===== config.mk =====
export PLATFORM = sky130hd
export DESIGN_NAME = intr_chain_resolver
export DESIGN_NICKNAME = d
export VERILOG_FILES = /design/src/rtl/irq_chain_pkg.sv /design/src/rtl/irq_stage.sv /design/src/rtl/irq_vec_mux.sv /design/src/rtl/intr_chain_resolver.sv
export SDC_FILE = /design/constraint.sdc
export NUM_CORES = 1
export LEC_CHECK = 0
export BUFFER_PORTS_ARGS = -buffer_cell sky130_fd_sc_hd__buf_4
export CAP_MARGIN = 20
export CORE_AREA = 5 5 42 44
export DETAILED_ROUTE_END_ITERATION = 7
export DIE_AREA = 0 0 47 49
export PLACE_DENSITY = 0.64
export SLEW_MARGIN = 10
export SYNTH_ARGS = -nofsm -noshare
export SYNTH_HDL_FRONTEND = slang
export SYNTH_SLANG_ARGS = --single-unit

===== constraint.sdc =====
create_clock -name clk -period 1.5 [get_ports clk]
set_input_delay 0.075 -clock clk [delete_from_list [all_inputs] [get_ports clk]]
set_output_delay 0.075 -clock clk [all_outputs]
set_load 0.01 [all_outputs]

===== src/rtl/irq_chain_pkg.sv =====
package irq_chain_pkg;

    typedef enum logic [1:0] {
        ACK_IDLE,
        ACK_RISE,
        ACK_HOLD,
        ACK_FALL
    } ack_phase_e;

    // Classify the acknowledge from its registered and present values.
    function automatic ack_phase_e ack_phase(input logic prev_ack, input logic cur_ack);
        ack_phase_e ph;
        case ({prev_ack, cur_ack})
            2'b01:   ph = ACK_RISE;
            2'b11:   ph = ACK_HOLD;
            2'b10:   ph = ACK_FALL;
            default: ph = ACK_IDLE;
        endcase
        return ph;
    endfunction

endpackage


===== src/rtl/irq_stage.sv =====
module irq_stage (
    input  logic pri_in,
    input  logic req_held,
    output logic pri_out,
    output logic grant
);
    // A waiting request absorbs the acknowledge; otherwise it passes on.
    always_comb begin
        grant   = pri_in & req_held;
        pri_out = pri_in & ~req_held;
    end
endmodule


===== src/rtl/irq_vec_mux.sv =====
module irq_vec_mux #(
    parameter int N_STAGES = 4,
    parameter int VEC_W    = 8,
    parameter logic [N_STAGES*VEC_W-1:0] VEC_TABLE = '0
) (
    input  logic [N_STAGES-1:0] grant,
    output logic [VEC_W-1:0]    vec
);
    logic [VEC_W-1:0] masked [N_STAGES];

    genvar g;
    generate
        for (g = 0; g < N_STAGES; g++) begin : g_mask
            assign masked[g] = grant[g] ? VEC_TABLE[g*VEC_W +: VEC_W] : '0;
        end
    endgenerate

    // The grant is one-hot, so OR-ing the masked vectors selects one.
    always_comb begin
        vec = '0;
        for (int i = 0; i < N_STAGES; i++) begin
            vec = vec | masked[i];
        end
    end
endmodule


===== src/rtl/intr_chain_resolver.sv =====
module intr_chain_resolver
    import irq_chain_pkg::*;
#(
    parameter int N_STAGES = 4,
    parameter int VEC_W    = 8,
    parameter logic [N_STAGES*VEC_W-1:0] VEC_TABLE = {8'h2C, 8'h28, 8'h24, 8'h20}
) (
    input  logic                clk,
    input  logic                rst_n,
    input  logic [N_STAGES-1:0] dev_req,
    input  logic                cpu_ack,
    output logic                irq_out,
    output logic [VEC_W-1:0]    data_out,
    output logic [N_STAGES-1:0] grant_vec,
    output logic                pri_out_last
);
    localparam int LAST = N_STAGES - 1;

    typedef struct packed {
        logic                ack;
        logic [N_STAGES-1:0] snap;
        logic [N_STAGES-1:0] pend;
    } state_t;

    state_t     st_d, st_q;
    ack_phase_e phase;

    logic [N_STAGES-1:0] pri_in;
    logic [N_STAGES-1:0] pri_out;
    logic [N_STAGES-1:0] grant;

    // Acknowledge enters stage 0 and runs along the row.
    assign pri_in[0] = st_q.ack;

    genvar s;
    generate
        for (s = 0; s < N_STAGES; s++) begin : g_stage
            irq_stage u_stage (
                .pri_in   (pri_in[s]),
                .req_held (st_q.snap[s]),
                .pri_out  (pri_out[s]),
                .grant    (grant[s])
            );
            if (s < LAST) begin : g_link
                assign pri_in[s+1] = pri_out[s];
            end
        end
    endgenerate

    irq_vec_mux #(
        .N_STAGES  (N_STAGES),
        .VEC_W     (VEC_W),
        .VEC_TABLE (VEC_TABLE)
    ) u_mux (
        .grant (grant),
        .vec   (data_out)
    );

    always_comb begin
        st_d     = st_q;
        phase    = ack_phase(st_q.ack, cpu_ack);
        st_d.ack = cpu_ack;
        st_d.pend = st_q.pend | dev_req;
        case (phase)
            ACK_RISE: st_d.snap = st_q.pend | dev_req;
            ACK_FALL: begin
                st_d.pend = (st_q.pend & ~grant) | dev_req;
                st_d.snap = '0;
            end
            default: ;
        endcase
    end

    always_ff @(posedge clk or negedge rst_n) begin
        if (!rst_n) begin
            st_q <= '0;
        end else begin
            st_q <= st_d;
        end
    end

    assign irq_out      = |(st_q.pend | dev_req);
    assign grant_vec    = grant;
    assign pri_out_last = pri_out[LAST];

endmodule


==> results of run 1 <==
==> power groups by stage <==
stage,combinational (mW),clock [mW],sequential [mW]
floorplan,0.0953,0,0.289
global placement,0.127,0,0.295
detailed placement,0.129,0,0.297
CTS,0.166,0.187,0.281
global route,0.204,0.196,0.286
finish,0.186,0.186,0.282
==> final timing paths <==
check / endpoint / cells past startpoint / startpoint
min reg2reg: st_q[0]$_DFF_PN0_ / 1 / st_q[0]$_DFF_PN0_
min: st_q[0]$_DFF_PN0_ / 2 / dev_req[0]
min in group asynchronous: st_q[7]$_DFFE_PN0P_ / 2 / rst_n
max in group asynchronous: st_q[5]$_DFFE_PN0P_ / 2 / rst_n
max: data_out[2] / 3 / st_q[4]$_DFFE_PN0P_
max reg2reg: st_q[6]$_DFFE_PN0P_ / 3 / pri_in[0]$_DFF_PN0_
==> state kept, by name, summed over array words and instances (netlist names) <==
register,flops
st_q,8
pri_in,1
==> stage by stage <==
stage | hold WS, ns | std cells | worst slack, ns | total power [mW]
floorplan | -0.221 | 58 | 0.255 | 0.384
global placement | -0.0956 | 78 | 0.181 | 0.421
detailed placement | -0.0956 | 78 | 0.155 | 0.426
CTS | 0.0153 | 88 | -0.0619 | 0.635
global route | 0.0161 | 89 | -0.120 | 0.686
finish | 0.00827 | 89 | -0.0660 | 0.655
==> cell families after synthesis <==
group	count (synthesis)	synth area share, %
buffers and inverters	15	17.4
AND/OR/NAND/NOR	17	19.3
flip-flops	9	43.5
adder cells (fa/ha/maj)	1	2.42
AO/OA/AOI/OAI	11	16.7
other	1	0.724
==> area by class of cell <==
class	instances	area share (%)
clock buffer	4	3.78
inverter	4	2.16
multi-input combinational	34	32.6
sequential	9	32.4
tap	16	2.88
timing repair buffer	22	26.1
==> what timing repair did <==
| item | CTS | global route |
|---|---|---|
| gates cloned | 0 | 0 |
| hold buffers | 2 | 0 |
| endpoints found under the setup margin | 4 | 5 |
| hold endpoints to repair | 10 | 0 |
| buffers inserted | 4 | 1 |
| gates resized for setup | 0 | 4 |
| pin swaps | 0 | 1 |
==> metal layers <==
metal / vias up / routed length [um] / track usage [%]
met1: 186 / 491 / 15.1
li1: 211 / - / -
met4: 0 / 0 / 5.53
met2: 17 / 520 / 14.7
met3: 0 / 95 / 2.21
met5: - / 0 / 0
==> Yosys cell counts (2+ instances only) <==
master	count
a31oi_1	2
buf_4	9
clkbuf_1	2
dfrtp_1	9
inv_1	4
nand2_1	4
nor2_1	6
o21bai_1	2
o31ai_1	4
==> cell usage in the layout (no fill, tap or decap), types with 2 or more instances in the layout <==
master          n
conb_1          5
o31ai_1         4
buf_4          17
inv_1           4
clkbuf_4        3
nand2_1         4
nor2_1          6
o21bai_1        2
dfrtp_1         9
buf_6           3
a31oi_1         2
dlygate4sd3_1   2
==> results_dict.tcl, run 1 <==
set metrics [dict create \
    grt_pass1_vias 385 \
    synth_edf_count 0 \
    core_um2 1400 \
    ant_nets 0 \
    syn_inst 54 \
    pwr_density_cell_nw_per_um2 944 \
    worstPathRequired_ns 1.42 \
    multi_input_area_um2 226 \
    drt-wirelength-per-cell_um 12.4 \
    cp_top_family "simple AND/OR/NAND/NOR gates" \
    drc 0 \
    die_area_um2 2300 \
    power.share.clock_pct 28.4 \
    ys_seq_area_share_pct 43.5 \
    grt_antenna_before_repair 0 \
    layout_setup_ws_ns -0.0660 \
    worst-path-max-fanout 5 \
    netlist.area_leader.share_pct 43.5 \
    regArea_um2 225 \
    drtIter0Drc 3 \
    switchingPower_mw 0.186 \
    outcome "finished, violations left" \
    worst_setup_path_start_kind "flop" \
    globalplace.congestion 0.696 \
    nNetsFinal 82 \
    fin_tns_setup_ns -0.177 \
    rsz0062_at_grt "yes" \
    clock_sinks 9 \
    combPwrFrac_pct 28.4 \
    fmax_ghz 0.639 \
    vias 414 \
    grt_pass1_wl_um 1790 \
    ys_warn_count 0 \
    leakage_nw 0.330 \
    ys_top_cells_by_area "dfrtp_1, buf_4, o31ai_1" \
    crit_chain "or4b_4 -> o21bai_1 -> buf_4" \
    finalHoldViolations 0 \
    skew_ns 0.00465 \
    finalCritPeriodShare_pct 104 \
    crit_type "reg -> out" \
    fill_cells 140 \
    cts.clk_slew.worst_paths_ns 0.06 \
    htreeDepth 1 \
    clk_latency_ns 0.26 \
    maxCapViolations 0 \
    rows 14 \
    grt_max_degree 10 \
    dr.pass1.iters 4 \
    cts_root_buf "clkbuf_4" \
    area_growth_pct 34.1 \
    async_flop_share_pct 100 \
    routed_wl_um 1110 \
    ff2ff_setup_slack_ns 0.24 \
    start_util_pct 37.0 \
    syn_avg_cell_area_um2 9.59 \
    critPathCaptureType "primary output" \
    report.final.slew_viol_count 0 \
    ys.flop_type "dfrtp_1" \
    synth_seq_cells 9 \
    track_usage_pct 10.7 \
    violations "negative setup slack" \
    cp_num_buf_inv 1 \
    overflow 0 \
    period_minus_slack_ns 1.57 \
    finalSetupViolCount 4 \
    final_cell_area_um2 694 \
    yosysTopAreaCell "dfrtp_1" \
    dpl_cell_area_um2 591 \
    numCtsBuffers 3 \
    hp-class "in -> reg" \
    p_seq_share_pct 43.1 \
    viasPerCell 4.65 \
    dieWidth_um 47 \
    cts_buffer_depth 2 \
    cp.arrival_ns 1.49 \
    dpl.hpwl_um 797 \
    cpPeakStageDelay_ns 0.55 \
    peakVddDrop_v 0.000380 \
    intPower_mw 0.469 \
    drive_above_1_share_pct 38.4 \
    synth_cell_types 21 \
    die_h_um 49 \
    port_buffers 15 \
    synth_area_um2 518 \
    diodes 0 \
    ios 21 \
    p_sw_share_pct 28.5 \
    utilization_pct 49.6 \
    cts_tree "built" \
    slowest_stage "or4b_4" \
]
Note: power is estimated with default switching activity, not from simulation.
==> inputs of run 2 (changes only) <==
==> constraint.sdc (replaced) <==
create_clock -name clk -period 1.5 [get_ports clk]
set_input_delay 0.3 -clock clk [delete_from_list [all_inputs] [get_ports clk]]
set_output_delay 0.3 -clock clk [all_outputs]
set_load 0.01 [all_outputs]
==> run 2 against run 1 <==
The flow still finishes with violations (negative setup slack). Critical path type unchanged. Clock power up 8%. Highest routed layer is now met4. Total power grew 2.0%. Critical endpoint unchanged. Global-route usage grew 1.2 points. Utilization up 0.27 points. Die area stayed put. Register-to-register slack is essentially flat. Combinational power hardly changed.
==> results_dict.tcl, run 2 (same netlist as run 1, synthesis figures left out) <==
set metrics [dict create \
    grt_max_degree 10 \
    drtIter0Drc 7 \
    clk_latency_ns 0.28 \
    nNetsFinal 81 \
    area_growth_pct 34.8 \
    finalCritPeriodShare_pct 120 \
    report.final.slew_viol_count 0 \
    clock_sinks 9 \
    start_util_pct 37.0 \
    worstHoldPathCells 1 \
    maxCapViolations 0 \
    outcome "finished, violations left" \
    worst_setup_path_start_kind "flop" \
    critPathCaptureType "primary output" \
    die_area_um2 2300 \
    r2r_cells 3 \
    hp-class "in -> reg" \
    routed_wl_um 1160 \
    gr-usage-met3_pct 5.54 \
    viasPerCell 5.00 \
    grt_pass1_vias 404 \
    final_cell_mix "buf_4, dfrtp_1, buf_6" \
    htreeDepth 1 \
    crit_type "reg -> out" \
    dieWidth_um 47 \
    fmax_ghz 0.555 \
    top_register "st_q" \
    die_h_um 49 \
    vias 440 \
    diodes 0 \
    drc 0 \
    hold-path-endpoint "pri_in[0]$_DFF_PN0_" \
    cts_buffer_depth 2 \
    largest_reg_flops 8 \
    peakVddDrop_v 0.000458 \
    pwr_density_cell_nw_per_um2 958 \
    dr.pass1.iters 4 \
    violations "negative setup slack" \
    final_common_cell "buf_4" \
    utilization_pct 49.8 \
    fill_cells 144 \
    finalHoldViolations 0 \
    cp.arrival_ns 1.50 \
    rows 14 \
    period_minus_slack_ns 1.80 \
    finalSetupViolCount 7 \
    r2r-start "pri_in[0]$_DFF_PN0_" \
    grt_pass1_wl_um 1860 \
    cts.clk_slew.worst_paths_ns 0.07 \
    skew_ns 0.0112 \
    track_usage_pct 11.8 \
    ff2ff_setup_slack_ns 0.23 \
    rr_endpoint "st_q[5]$_DFFE_PN0P_" \
    ant_nets 0 \
    grt_use_met1_pct 15.0 \
    dpl.hpwl_um 832 \
    min_from "cpu_ack" \
    place_ws_ns -0.00485 \
    rsz0062_at_grt "yes" \
    overflow 0 \
    grt_antenna_before_repair 0 \
    drt-wirelength-per-cell_um 13.1 \
    port_buffers 15 \
    globalplace.congestion 0.721 \
    drive_above_1_share_pct 40.3 \
    cts_root_buf "clkbuf_4" \
    grt_use_met2_pct 16.5 \
    numCtsBuffers 3 \
    layout_setup_ws_ns -0.303 \
    busiest_layer "met2" \
    leakage_nw 0.329 \
    core_um2 1400 \
    worstPathRequired_ns 1.20 \
    worst-path-max-fanout 5 \
    cts_tree "built" \
    ios 21 \
]
## run 2: cell types whose count changed in the layout (fill, tap and decap cells not counted), sizes merged
cell / delta
dlygate4sd3: -1
## run 2: layout make-up
| type | count | area, um2 | share of cell area, % |
|---|---|---|---|
| sequential | 9 | 225 | 32.3 |
| tap | 16 | 20.0 | 2.87 |
| inverter | 4 | 15.0 | 2.15 |
| timing repair buffer | 21 | 183 | 26.2 |
| clock buffer | 4 | 26.3 | 3.76 |
| multi-input combinational | 34 | 229 | 32.8 |
## run 2: timing repair
action,CTS,global route
endpoints found under the setup margin,6,8
buffers inserted,0,1
gates cloned,0,0
hold buffers,1,0
gates resized for setup,3,5
pin swaps,1,4
hold endpoints to repair,9,0
## run 2: how the worst max path moves through the flow
stage | cells after the start | startpoint | end
after floorplan | 2 | st_q[5]$_DFFE_PN0P_ | data_out[2]
final | 3 | st_q[4]$_DFFE_PN0P_ | data_out[2]
after global placement | 3 | st_q[5]$_DFFE_PN0P_ | data_out[2]
after CTS | 3 | st_q[4]$_DFFE_PN0P_ | data_out[2]
after global routing | 3 | st_q[4]$_DFFE_PN0P_ | data_out[3]
after detailed placement | 3 | st_q[5]$_DFFE_PN0P_ | data_out[2]
## run 2: worst max-delay path, cell delays in order (launching register included)
cell and delay [ns]:
dfrtp_1 0.38, or4b_4 0.57, o21bai_1 0.14, buf_4 0.14
## run 2: routing by layer
layer  up-vias  routed length [um]  share of wire (%)
met5         -                   0                  0
met4         0                  26                2.2
met3         4                 112                9.7
met2        23                 565                 49
met1       204                 453                 39
li1        209                   -                  -
## run 2: through the flow
stage	instance area, um2	std cells	hold WS (ns)	power, mW	setup TNS [ns]
final	698	88	0.153	0.669	-1.43
after global routing	698	88	0.143	0.709	-1.76
after CTS	673	87	0.149	0.661	-1.45
after detailed placement	621	82	0.130	0.448	-0.00933
after global placement	621	82	0.130	0.445	0
after floorplan	533	58	0.00441	0.384	0
## run 2: report_power, final
part           switching, mW  internal, mW
Clock                 0.0968         0.103
Combinational         0.0841         0.100
Sequential            0.0191         0.265
Total                  0.200         0.469
==> inputs of run 3 (changes only) <==
--- a/config.mk
+++ b/config.mk
@@ -5,6 +5,7 @@
 export SDC_FILE = /design/constraint.sdc
 export NUM_CORES = 1
 export LEC_CHECK = 0
+export ABC_AREA = 1
 export BUFFER_PORTS_ARGS = -buffer_cell sky130_fd_sc_hd__buf_4
 export CAP_MARGIN = 20
 export CORE_AREA = 5 5 42 44
==> run 3 against run 2 <==
Sequential power about the same. Die area did not move. Clock skew is 0.011 ns lower. Register-to-register slack is essentially flat. Clock-buffer cell count is the same. Non-clock buffer count decreased by 1. Synthesized cell count increased by 13%. Total power shrank 6.5%. The run now ends clean.
==> results_dict.tcl, run 3 <==
set metrics [dict create \
    switchingPower_mw 0.183 \
    peakVddDrop_v 0.000638 \
    synth_edf_count 0 \
    syn_inst 61 \
    report.final.slew_viol_count 0 \
    synth_common_cells "buf_4, dfrtp_1, nor2_1" \
    grt_max_degree 10 \
    maxCapViolations 0 \
    period_minus_slack_ns 1.48 \
    start_util_pct 37.1 \
    synth_top_family_by_area "simple AND/OR/NAND/NOR gates" \
    die_area_um2 2300 \
    numCtsBuffers 3 \
    routed_wl_um 972 \
    skew_ns 0.000639 \
    final_common_cell "buf_4" \
    intPower_mw 0.442 \
    ys_warn_count 0 \
    pwr_density_cell_nw_per_um2 926 \
    core_um2 1400 \
    crit_type "reg -> out" \
    p_seq_share_pct 45.4 \
    largest_reg_flops 8 \
    cts_buffer_depth 2 \
    cts_root_buf "clkbuf_4" \
    synth-simple-area-share_pct 25.5 \
    utilization_pct 48.1 \
    cpPeakStageDelay_ns 0.41 \
    fill_cells 145 \
    power.share.clock_pct 28.1 \
    dieWidth_um 47 \
    critPathLaunch "st_q[4]$_DFFE_PN0P_" \
    yosysTopAreaCell "dfrtp_1" \
    viasPerCell 4.50 \
    rows 14 \
    finalSetupViolCount 0 \
    combPwrFrac_pct 26.5 \
    synth_compound_area_share_pct 7.93 \
    diodes 0 \
    netlist.area_leader.share_pct 43.3 \
    drc 0 \
    vias 432 \
    overflow 0 \
    top_register "st_q" \
    rr_endpoint "st_q[4]$_DFFE_PN0P_" \
    cp.arrival_ns 1.18 \
    port_buffers 15 \
    ant_nets 0 \
    ys.flop_type "dfrtp_1" \
    synthMuxAreaShare_pct 0 \
    die_h_um 49 \
    track_usage_pct 9.74 \
    finalHoldViolations 0 \
    grt_pass1_vias 416 \
    finalCritPeriodShare_pct 98.8 \
    grt_antenna_before_repair 0 \
    synth_seq_cells 9 \
    synthXorXnorAreaFrac_pct 0 \
    syn_avg_cell_area_um2 8.53 \
    synth_cell_types 19 \
    leakage_nw 0.354 \
    grt_pass1_wl_um 1680 \
    htreeDepth 1 \
    p_sw_share_pct 29.2 \
    critPathCaptureType "primary output" \
    drtIter0Drc 1 \
    area_growth_pct 29.6 \
    fmax_ghz 0.675 \
    r2r_cells 5 \
    async_flop_share_pct 100 \
    r2r-start "pri_in[0]$_DFF_PN0_" \
    clk_latency_ns 0.25 \
    synth_area_um2 520 \
    slowest_stage "dfrtp_1" \
    min_from "cpu_ack" \
    ys_top_cells_by_area "dfrtp_1, buf_4, nor2_1" \
    worst_setup_path_start_kind "flop" \
    ios 21 \
    outcome "finished, final reports clean" \
    fin_tns_setup_ns 0 \
    dr.pass1.iters 2 \
    rsz0062_at_grt "yes" \
    drive_above_1_share_pct 40.0 \
    drt-wirelength-per-cell_um 10.1 \
    cts.clk_slew.worst_paths_ns 0.05 \
    globalplace.congestion 0.786 \
    worst-path-max-fanout 5 \
    cts_tree "built" \
    crit_chain "nor2_4 -> nand4_4 -> nand4_1 -> buf_4" \
    worstPathRequired_ns 1.20 \
    hold-path-endpoint "pri_in[0]$_DFF_PN0_" \
    clock_sinks 9 \
    ff2ff_setup_slack_ns 0.22 \
    nNetsFinal 89 \
    ys_seq_area_share_pct 43.3 \
    final_cell_mix "buf_4, nor2_1, dfrtp_1" \
    hp-class "in -> reg" \
    worstHoldPathCells 1 \
    synthAdderAreaFrac_pct 2.40 \
    dpl.hpwl_um 820 \
]
[run 3: power groups by stage]
| stage | Clock [mW] | Combinational [mW] | Sequential, mW |
|---|---|---|---|
| 3_5_place_dp | 0 | 0.151 | 0.290 |
| 6_report | 0.176 | 0.165 | 0.284 |
| 2_1_floorplan | 0 | 0.108 | 0.286 |
| 4_1_cts | 0.186 | 0.163 | 0.284 |
| 5_1_grt | 0.204 | 0.187 | 0.288 |
| 3_3_place_gp | 0 | 0.150 | 0.288 |
[run 3: worst max-delay path, delay by kind of cell (launching register included)]
family | cells | cell delay [ns]
AND/OR/NAND/NOR | 3 | 0.41
flip-flops | 1 | 0.41
buffers and inverters | 1 | 0.12
[run 3: cells by family (layout without fill, tap and decap cells)]
kind of cell / after synthesis / after routing
other: 1 / 5
AOI/OAI and AO/OA: 7 / 7
buffers and inverters: 19 / 34
DFF: 9 / 9
adders and majority gates: 1 / 1
and+or+nand+nor: 24 / 24
[run 3: worst max-delay path by stage]
stage	endpoint	slack, ns
floorplan	grant_vec[2]	0.35
global placement	data_out[5]	0.29
detailed placement	data_out[5]	0.26
CTS	data_out[5]	0.003
global route	data_out[5]	-0.09
finish	data_out[5]	0.02
[run 3: timing repair]
action                                  in CTS  in global routing
pin swaps                                    1                  1
gates resized for setup                      0                  4
endpoints found under the setup margin       4                  7
hold buffers                                 1                  0
buffers inserted                             2                  1
endpoints found under the hold margin        9                  0
[run 3: per-layer routing]
layer / vias up / wire [um] / global-route usage (%)
met5: - / 0 / 0
met2: 14 / 496 / 14.0
met1: 197 / 412 / 13.6
met3: 2 / 50 / 2.21
met4: 0 / 13 / 4.15
li1: 219 / - / -
[run 3: area by class of cell]
class                      count  area, um2  area share [%]
clock buffer                   4       26.3            3.90
timing repair buffer          20        160            23.7
tap                           16       20.0            2.97
inverter                      10       37.5            5.57
multi-input combinational     37        205            30.4
sequential                     9        225            33.4
[run 3: metrics by stage]
stage | hold WS [ns] | setup WS [ns] | cells | instance area (um2) | power (mW)
floorplan | 0.00441 | 0.353 | 65 | 536 | 0.394
global placement | 0.129 | 0.291 | 88 | 608 | 0.438
detailed placement | 0.128 | 0.258 | 88 | 608 | 0.441
CTS | 0.158 | 0.00290 | 95 | 659 | 0.633
global route | 0.147 | -0.0855 | 96 | 674 | 0.678
finish | 0.166 | 0.0175 | 96 | 674 | 0.625
